### config.mk
export PLATFORM = sky130hd
export DESIGN_NAME = tc_src_ctrl
export DESIGN_NICKNAME = d
export VERILOG_FILES = /design/src/rtl/tc_src_pkg.sv /design/src/rtl/tc_cc_classify.sv /design/src/rtl/tc_hold_cnt.sv /design/src/rtl/tc_src_ctrl.sv
export SDC_FILE = /design/constraint.sdc
export NUM_CORES = 1
export LEC_CHECK = 0
export BUFFER_PORTS_ARGS = -buffer_cell sky130_fd_sc_hd__buf_4
export CORE_ASPECT_RATIO = 0.8
export CORE_MARGIN = 1
export CORE_UTILIZATION = 50
export CTS_BUF_LIST = sky130_fd_sc_hd__clkbuf_8
export CTS_CLUSTER_DIAMETER = 50
export DETAILED_ROUTE_END_ITERATION = 6
export PLACE_DENSITY = 0.7
export SYNTH_ARGS = -nofsm -noshare
export SYNTH_HDL_FRONTEND = slang
export SYNTH_SLANG_ARGS = --single-unit
### constraint.sdc
create_clock -name clk -period 6.12 [get_ports clk]
set_input_delay 0.612 -clock clk [delete_from_list [all_inputs] [get_ports clk]]
set_output_delay 0.612 -clock clk [all_outputs]
set_load 0.01 [all_outputs]
### src/rtl/tc_src_pkg.sv
package tc_src_pkg;

  typedef enum logic [1:0] {
    CLS_OPEN = 2'd0,
    CLS_RD   = 2'd1,
    CLS_RA   = 2'd2
  } cc_cls_e;

  typedef enum logic [1:0] {
    CONN_NONE  = 2'd0,
    CONN_SINK  = 2'd1,
    CONN_CABLE = 2'd2,
    CONN_BOTH  = 2'd3
  } conn_e;

  // pin: Rd pin for SINK/BOTH, Ra pin for CABLE, 0 otherwise
  typedef struct packed {
    conn_e conn;
    logic  pin;
  } cand_t;

  function automatic cc_cls_e cls_decode(input logic above_open, input logic below_ra);
    if (above_open)    return CLS_OPEN;
    else if (below_ra) return CLS_RA;
    else               return CLS_RD;
  endfunction

  function automatic cand_t pair_target(input cc_cls_e c1, input cc_cls_e c2);
    cand_t t;
    t.conn = CONN_NONE;
    t.pin  = 1'b0;
    if      (c1 == CLS_RD   && c2 == CLS_OPEN) begin t.conn = CONN_SINK;  t.pin = 1'b0; end
    else if (c1 == CLS_OPEN && c2 == CLS_RD)   begin t.conn = CONN_SINK;  t.pin = 1'b1; end
    else if (c1 == CLS_RA   && c2 == CLS_OPEN) begin t.conn = CONN_CABLE; t.pin = 1'b0; end
    else if (c1 == CLS_OPEN && c2 == CLS_RA)   begin t.conn = CONN_CABLE; t.pin = 1'b1; end
    else if (c1 == CLS_RD   && c2 == CLS_RA)   begin t.conn = CONN_BOTH;  t.pin = 1'b0; end
    else if (c1 == CLS_RA   && c2 == CLS_RD)   begin t.conn = CONN_BOTH;  t.pin = 1'b1; end
    return t;
  endfunction

endpackage

### src/rtl/tc_cc_classify.sv
module tc_cc_classify
  import tc_src_pkg::*;
(
  input  logic    open_15,
  input  logic    open_30,
  input  logic    below_ra,
  input  logic    rp_hi,
  output cc_cls_e cls
);
  logic open_sel;
  // boundary follows the active pull-up level
  assign open_sel = rp_hi ? open_30 : open_15;
  assign cls      = cls_decode(open_sel, below_ra);
endmodule

### src/rtl/tc_hold_cnt.sv
module tc_hold_cnt #(
  parameter int LIMIT = 8
) (
  input  logic clk,
  input  logic rst_n,
  input  logic run,
  input  logic restart,
  output logic done
);
  localparam int CW = $clog2(LIMIT + 1);

  logic [CW-1:0] cnt_q;
  logic          run_q;
  logic          first;

  assign first = restart || !run_q;
  assign done  = run && !first && (cnt_q == CW'(LIMIT - 1));

  always_ff @(posedge clk or negedge rst_n) begin
    if (!rst_n) begin
      cnt_q <= '0;
      run_q <= 1'b0;
    end else begin
      run_q <= run;
      if (!run)                      cnt_q <= '0;
      else if (first)                cnt_q <= CW'(1);
      else if (cnt_q != CW'(LIMIT))  cnt_q <= cnt_q + CW'(1);
    end
  end

  initial begin
    limit_ok_chk: assert (LIMIT >= 2);
  end


  cnt_bound_chk: assert property (@(posedge clk) disable iff (!rst_n)
    cnt_q <= CW'(LIMIT));
endmodule

### src/rtl/tc_src_ctrl.sv
module tc_src_ctrl
  import tc_src_pkg::*;
#(
  parameter int ATT_DB = 8,
  parameter int TCC    = 12
) (
  input  logic       clk,
  input  logic       rst_n,
  input  logic [1:0] cc_open_15,
  input  logic [1:0] cc_open_30,
  input  logic [1:0] cc_below_ra,
  input  logic       host_rp3a_req,
  input  logic       vreg_5v_ok,
  output logic [1:0] conn_state,
  output logic       vbus_en,
  output logic       vconn_en,
  output logic       vconn_cc2,
  output logic       orient_cc2,
  output logic [1:0] mon_pins,
  output logic       rp_3a
);
  localparam int NPIN = 2;

  cc_cls_e cls [NPIN];
  cand_t   cand, cand_q;
  conn_e   conn_q, conn_d;
  logic    pin_q, pin_d;
  logic    rp_q, rp_d;
  logic    att_run, att_restart, att_done;
  logic    det_run, det_done;
  logic    watched_open;

  for (genvar p = 0; p < NPIN; p++) begin : g_pin
    tc_cc_classify u_cls (
      .open_15  (cc_open_15[p]),
      .open_30  (cc_open_30[p]),
      .below_ra (cc_below_ra[p]),
      .rp_hi    (rp_q),
      .cls      (cls[p])
    );
  end

  assign cand = pair_target(cls[0], cls[1]);

  // attach: new pair from idle, or sink joining a cable-only state
  assign att_run = (conn_q == CONN_NONE  && cand.conn != CONN_NONE) ||
                   (conn_q == CONN_CABLE && cand.conn == CONN_BOTH && cand.pin != pin_q);
  assign att_restart = (cand != cand_q);

  tc_hold_cnt #(.LIMIT(ATT_DB)) u_att (
    .clk     (clk),
    .rst_n   (rst_n),
    .run     (att_run),
    .restart (att_restart),
    .done    (att_done)
  );

  // detach: only the pin held in pin_q is watched
  assign watched_open = (cls[pin_q] == CLS_OPEN);
  assign det_run      = (conn_q != CONN_NONE) && watched_open;

  tc_hold_cnt #(.LIMIT(TCC)) u_det (
    .clk     (clk),
    .rst_n   (rst_n),
    .run     (det_run),
    .restart (1'b0),
    .done    (det_done)
  );

  always_comb begin
    conn_d = conn_q;
    pin_d  = pin_q;
    if (det_done) begin
      conn_d = CONN_NONE;
      pin_d  = 1'b0;
    end else if (att_done) begin
      conn_d = cand.conn;
      pin_d  = cand.pin;
    end
    rp_d = (conn_d == CONN_SINK || conn_d == CONN_BOTH) && host_rp3a_req && vreg_5v_ok;
  end

  always_ff @(posedge clk or negedge rst_n) begin
    if (!rst_n) begin
      conn_q <= CONN_NONE;
      pin_q  <= 1'b0;
      rp_q   <= 1'b0;
      cand_q <= '0;
    end else begin
      conn_q <= conn_d;
      pin_q  <= pin_d;
      rp_q   <= rp_d;
      cand_q <= cand;
    end
  end

  assign conn_state = conn_q;
  assign vbus_en    = (conn_q == CONN_SINK) || (conn_q == CONN_BOTH);
  assign vconn_en   = (conn_q == CONN_BOTH);
  assign vconn_cc2  = vconn_en && !pin_q;
  assign orient_cc2 = vbus_en && pin_q;
  assign mon_pins   = vbus_en ? (pin_q ? 2'b10 : 2'b01) : 2'b11;
  assign rp_3a      = rp_q;


  vbus_rise_chk: assert property (@(posedge clk) disable iff (!rst_n)
    $rose(vbus_en) |-> $past(att_done));


  vbus_fall_chk: assert property (@(posedge clk) disable iff (!rst_n)
    $fell(vbus_en) |-> ($past(det_done) && !vconn_en && !rp_3a && mon_pins == 2'b11));


  vconn_pair_chk: assert property (@(posedge clk) disable iff (!rst_n)
    vconn_en |-> (vbus_en && $countones(mon_pins) == 1));


  rp_grant_chk: assert property (@(posedge clk) disable iff (!rst_n)
    rp_3a |-> (vbus_en && $past(host_rp3a_req && vreg_5v_ok)));
endmodule

==> out/qor.yml, run 1 <==
status: "finished clean"
wirelength_um: 2110
hp-class: "in2async"
worst_slack_ps: 3930
layout_common_cells: "buf_4, dfrtp_1, nor2_1"
post-cts-setup-buffers: 0
fin_crit_sh: 0.358
num_rows: 14
r2r_slack_ps: 3930
postSynthAreaPerCell_um2: 9.75
cts_buffer_depth: 2
ctsHtreeMaxLevel: 1
timing.fmax_ghz: 0.456
nets: 148
period_minus_slack_ps: 2190
start_kind: "register"
async_flop_share: 1.00
power_density_nw_per_um2: 182
ctsHoldBuffers: 0
overflow: 0
syn_to_final_growth_pct: 18.3
cts_tree: "yes"
fin_util: 0.659
dieArea_um2: 2400
die_x_um: 54.5
path_class: "reg2reg"
place_congestion: 0.787
grt_pass1_wl_um: 3550
setup_viol: 0
multi_input_area_um2: 646
yosys.area.top_type_share: 0.386
synth_enable_flop_cells: 0
ff2ff_path_depth: 6
hold_violations: 0
drtAntennaViolNets: 0
drc: 0
antenna_found_initial: 0
cp-end-kind: "register"
start_util: 0.557
clkLatencyLatePin_ps: 250
crit_arrival_ps: 2380
drt-initial-drc-count: 15
diodes: 0
final_cells: 157
hpwl_um: 1660
path_clk_slew_ps: 60
crit_fanout: 5
grt_pass1_vias: 767
synth_fp_nets: 127
finalMaxSlewViolations: 0
clock_skew_ps: 3.72
crit_path_end: "rp_3a$_DFF_PN0_"
finalSetupTns_ps: 0
dpl.cell_count: 153
die_h_um: 44.0
vias: 881
postSynthCellCount: 113
fillers: 174
r2r-start: "rp_3a$_DFF_PN0_"
ys_ff_latch: 17
place_ws_ps: 3770
p_leak_nw: 0.589
grt_max_degree: 18
root_buffer: "clkbuf_8"
worst_hold_slack_ps: 209
io_pins: 19
synthTopCellsByArea: "dfrtp_1, ha_1, nor2_1"
yosysSeqAreaShare: 0.386
synth_largest_area_cell: "dfrtp_1"
crit_required_ps: 6310
syn_area_um2: 1100
max-vdd-ir-drop_uv: 181
r2r_end: "rp_3a$_DFF_PN0_"
post_drt_via_cell_ratio: 5.61
worstMarginPinSlew_ps: 588
yosysUniqueCellTypes: 37
grt_setup_unrepaired: "false"
io_buffers: 18
regArea_um2: 425
drive_gt1_frac: 0.256
cap_violations: 0
avgRoutedWirePerCell_um: 13.5
cp-startpoint: "rp_3a$_DFF_PN0_"
cts_made_buffers: 3
coreArea_um2: 1980
synth_flop_cell: "dfrtp_1"
ctsResizeCount: 0
cts.sinks: 17
final_common_cell: "buf_4"
grtUsageTotal: 0.212
ys.warnings.count: 0
relSlewSlack: 0.604
dr.pass1.iters: 4
-- cell usage after synthesis, drive strengths merged (2+ instances only) --
cell / number
xor2: 3
nand3: 9
ha: 4
nand2b: 5
o211ai: 2
nand2: 11
inv: 6
o2111ai: 2
xnor2: 3
nor3b: 2
mux2i: 6
dfrtp: 17
nor3: 2
nor2: 13
or2: 3
and2: 3
mux2: 2
a31oi: 2
nand3b: 2
a21oi: 2
-- state kept, by name, indices dropped and copies added (netlist names) --
signal       cells
rp_3a            1
conn_state       2
u_att.cnt_q      4
u_att.run_q      1
u_det.cnt_q      4
pin_q            1
u_det.run_q      1
cand_q           3
-- critical path: stages (launching register included) --
cell	delay (ps)
dfrtp_1	470
mux2_2	420
a21oi_2	190
mux2i_1	300
nor4bb_4	370
a32o_2	220
and3_1	150
-- stage by stage --
stage               area [um^2]  total power, mW
finish                     1300            0.237
detailed placement         1260            0.158
global route               1300            0.249
CTS                        1300            0.240
floorplan                  1100            0.146
global placement           1260            0.158
-- cell type report --
type                       count  area share
multi-input combinational     88       0.495
sequential                    17       0.326
timing repair buffer          18       0.104
clock buffer                   3      0.0317
tap                           24      0.0230
inverter                       6      0.0173
clock inverter                 1     0.00288
-- metal layers --
layer	GRT usage	part of all wire	vias up
met2	0.283	0.41	21
li1	-	-	440
met5	0	0	-
met1	0.336	0.54	418
met3	0.0632	0.047	2
met4	0.0462	0.0057	0
-- power by group --
group | switching (mW) | internal (mW)
Combinational | 0.0196 | 0.0178
Clock | 0.0359 | 0.0444
Sequential | 0.00349 | 0.116
-- worst min-delay path by stage --
| stage | depth (start not counted) | end | from |
|---|---|---|---|
| after CTS | 1 | u_det.cnt_q[3]$_DFFE_PN0P_ | rst_n |
| after global placement | 1 | u_det.cnt_q[0]$_DFFE_PN0P_ | u_det.run_q$_DFF_PN0_ |
| after global routing | 1 | u_det.cnt_q[3]$_DFFE_PN0P_ | rst_n |
| after floorplan | 0 | cand_q[0]$_DFF_PN0_ | rst_n |
| after detailed placement | 1 | u_det.cnt_q[3]$_DFFE_PN0P_ | rst_n |
| final | 1 | u_det.cnt_q[3]$_DFFE_PN0P_ | rst_n |
-- logic make-up after synthesis --
family / count (synthesis) / share of synthesized area
AND/OR/NAND/NOR: 56 / 0.296
flip-flops: 17 / 0.386
AO/OA/AOI/OAI: 14 / 0.115
buffers and inverters: 8 / 0.0284
multiplexers: 8 / 0.0817
XOR/XNOR: 6 / 0.0477
adder cells (fa/ha/maj): 4 / 0.0454
No activity file was read; power rests on OpenSTA's default activity.
==> run 2, diff against run 1 <==
PLACE_DENSITY = 0.73   (was 0.7)
clock period = 1.9 ns   (was 6.12 ns; I/O delays follow)
==> run 2 against run 1 <==
Against the previous run: the run now ends with setup timing left; largest cell class unchanged; count of clock-buffer cells in the layout did not move; highest routed layer unchanged; flip-flop and latch count did not move; sequential power rose to 3.2 times the previous value; combinational power rose to 5.0 times the previous value; design area rose by 19%; worst hold slack got worse by 36 ps; critical path depth rose by 1; non-clock buffer count rose by 18; maximum frequency rose by 9.1%.
==> out/qor.yml, run 2 (synthesis results as in run 1) <==
die_h_um: 44.0
r2r_end: "rp_3a$_DFF_PN0_"
io_buffers: 18
vias: 958
die_x_um: 54.5
setup_viol: 4
worstMarginPinSlew_ps: 328
cts_tree: "yes"
hpwl_um: 1760
place_ws_ps: -147
hold_depth: 2
max-vdd-ir-drop_uv: 665
p_leak_nw: 0.693
cap_violations: 0
cts_made_buffers: 3
num_rows: 14
wirelength_um: 2570
dieArea_um2: 2400
timing.fmax_ghz: 0.497
hold_violations: 0
drt-initial-drc-count: 18
power_density_nw_per_um2: 538
final_common_cell: "buf_4"
fin_crit_sh: 1.06
syn_to_final_growth_pct: 41.3
r2r_slack_ps: -110
period_minus_slack_ps: 2010
violations: "setup timing"
layout_common_cells: "buf_4, dfrtp_1, nand2_1, nor2_1, nand3_1"
finalMaxSlewViolations: 0
drc: 0
hp-class: "in2reg"
start_kind: "register"
root_buffer: "clkbuf_8"
grt_pass1_vias: 891
crit_arrival_ps: 2210
nets: 166
grtUsageTotal: 0.239
crit_required_ps: 2100
grt_setup_unrepaired: "true"
ctsHtreeMaxLevel: 1
relSlewSlack: 0.777
r2r-start: "rp_3a$_DFF_PN0_"
clkLatencyLatePin_ps: 260
path_clk_slew_ps: 60
diodes: 0
cp-end-kind: "register"
clock_skew_ps: 2.55
grt_max_degree: 18
start_util: 0.557
drtAntennaViolNets: 0
worst_slack_ps: -110
ff2ff_path_depth: 7
cts_buffer_depth: 2
overflow: 0
avgRoutedWirePerCell_um: 14.7
cts.sinks: 17
status: "finished, violations left"
crit_fanout: 5
coreArea_um2: 1980
grt_pass1_wl_um: 3930
path_class: "reg2reg"
top_regs: "u_att.cnt_q (4), u_det.cnt_q (4), cand_q (3)"
dr.pass1.iters: 4
finalSetupTns_ps: -324
worstHoldStart: "vreg_5v_ok"
drive_gt1_frac: 0.411
post_drt_via_cell_ratio: 5.47
min_to: "rp_3a$_DFF_PN0_"
place_congestion: 0.995
antenna_found_initial: 0
io_pins: 19
-- run 2: repair_timing --
action	in CTS	in global routing
buffers inserted	0	4
pin swaps	3	9
hold buffers	1	0
resized for setup	4	15
endpoints found under the hold margin	17	0
setup endpoints to repair	7	7
-- run 2: per-layer routing --
| metal | track usage | wire, um | vias up |
|---|---|---|---|
| met5 | 0 | 0 | - |
| met4 | 0.0974 | 38 | 0 |
| met3 | 0.0772 | 165 | 5 |
| met2 | 0.359 | 1160 | 38 |
| met1 | 0.317 | 1200 | 444 |
| li1 | - | - | 471 |
-- run 2: worst max-delay path, stage by stage, from the launching register on --
cell and delay (ps):
dfrtp_2 440, mux2i_4 390, buf_6 150, and4b_1 250
nor4_4 70, nor4bb_4 290, a32o_2 220, and3_1 140
-- run 2: where the power goes --
part	internal, mW	switching [mW]
combinational	0.0943	0.0902
clock	0.146	0.123
sequential	0.373	0.0114
total	0.613	0.225
-- run 2: metrics by stage --
stage	instance area, um^2	util	hold WS [ps]	total power [mW]	std cells
after floorplan	1110	-	-106	0.470	113
after detailed placement	1360	0.688	64.5	0.528	166
after CTS	1440	0.729	163	0.812	171
final	1560	0.787	173	0.838	175
after global routing	1560	0.787	159	0.880	175
after global placement	1360	0.688	63.9	0.526	166
-- run 2: worst max path at each step --
stage | startpoint | slack [ps] | end | depth (start not counted)
global placement | rp_3a$_DFF_PN0_ | -80 | rp_3a$_DFF_PN0_ | 8
global route | rp_3a$_DFF_PN0_ | -210 | rp_3a$_DFF_PN0_ | 7
CTS | rp_3a$_DFF_PN0_ | -90 | rp_3a$_DFF_PN0_ | 6
finish | rp_3a$_DFF_PN0_ | -110 | rp_3a$_DFF_PN0_ | 7
floorplan | rp_3a$_DFF_PN0_ | -80 | rp_3a$_DFF_PN0_ | 6
detailed placement | rp_3a$_DFF_PN0_ | -150 | rp_3a$_DFF_PN0_ | 6
-- run 2: area by class of cell --
cell class / count / area, um^2
flip-flops and latches: 17 / 427
clock buffers: 3 / 41.3
clock inverters: 1 / 5.00
well taps: 24 / 30.0
repair buffers: 36 / 288
multi-input cells: 88 / 744
inverters: 6 / 22.5
fillers: 123 / 422
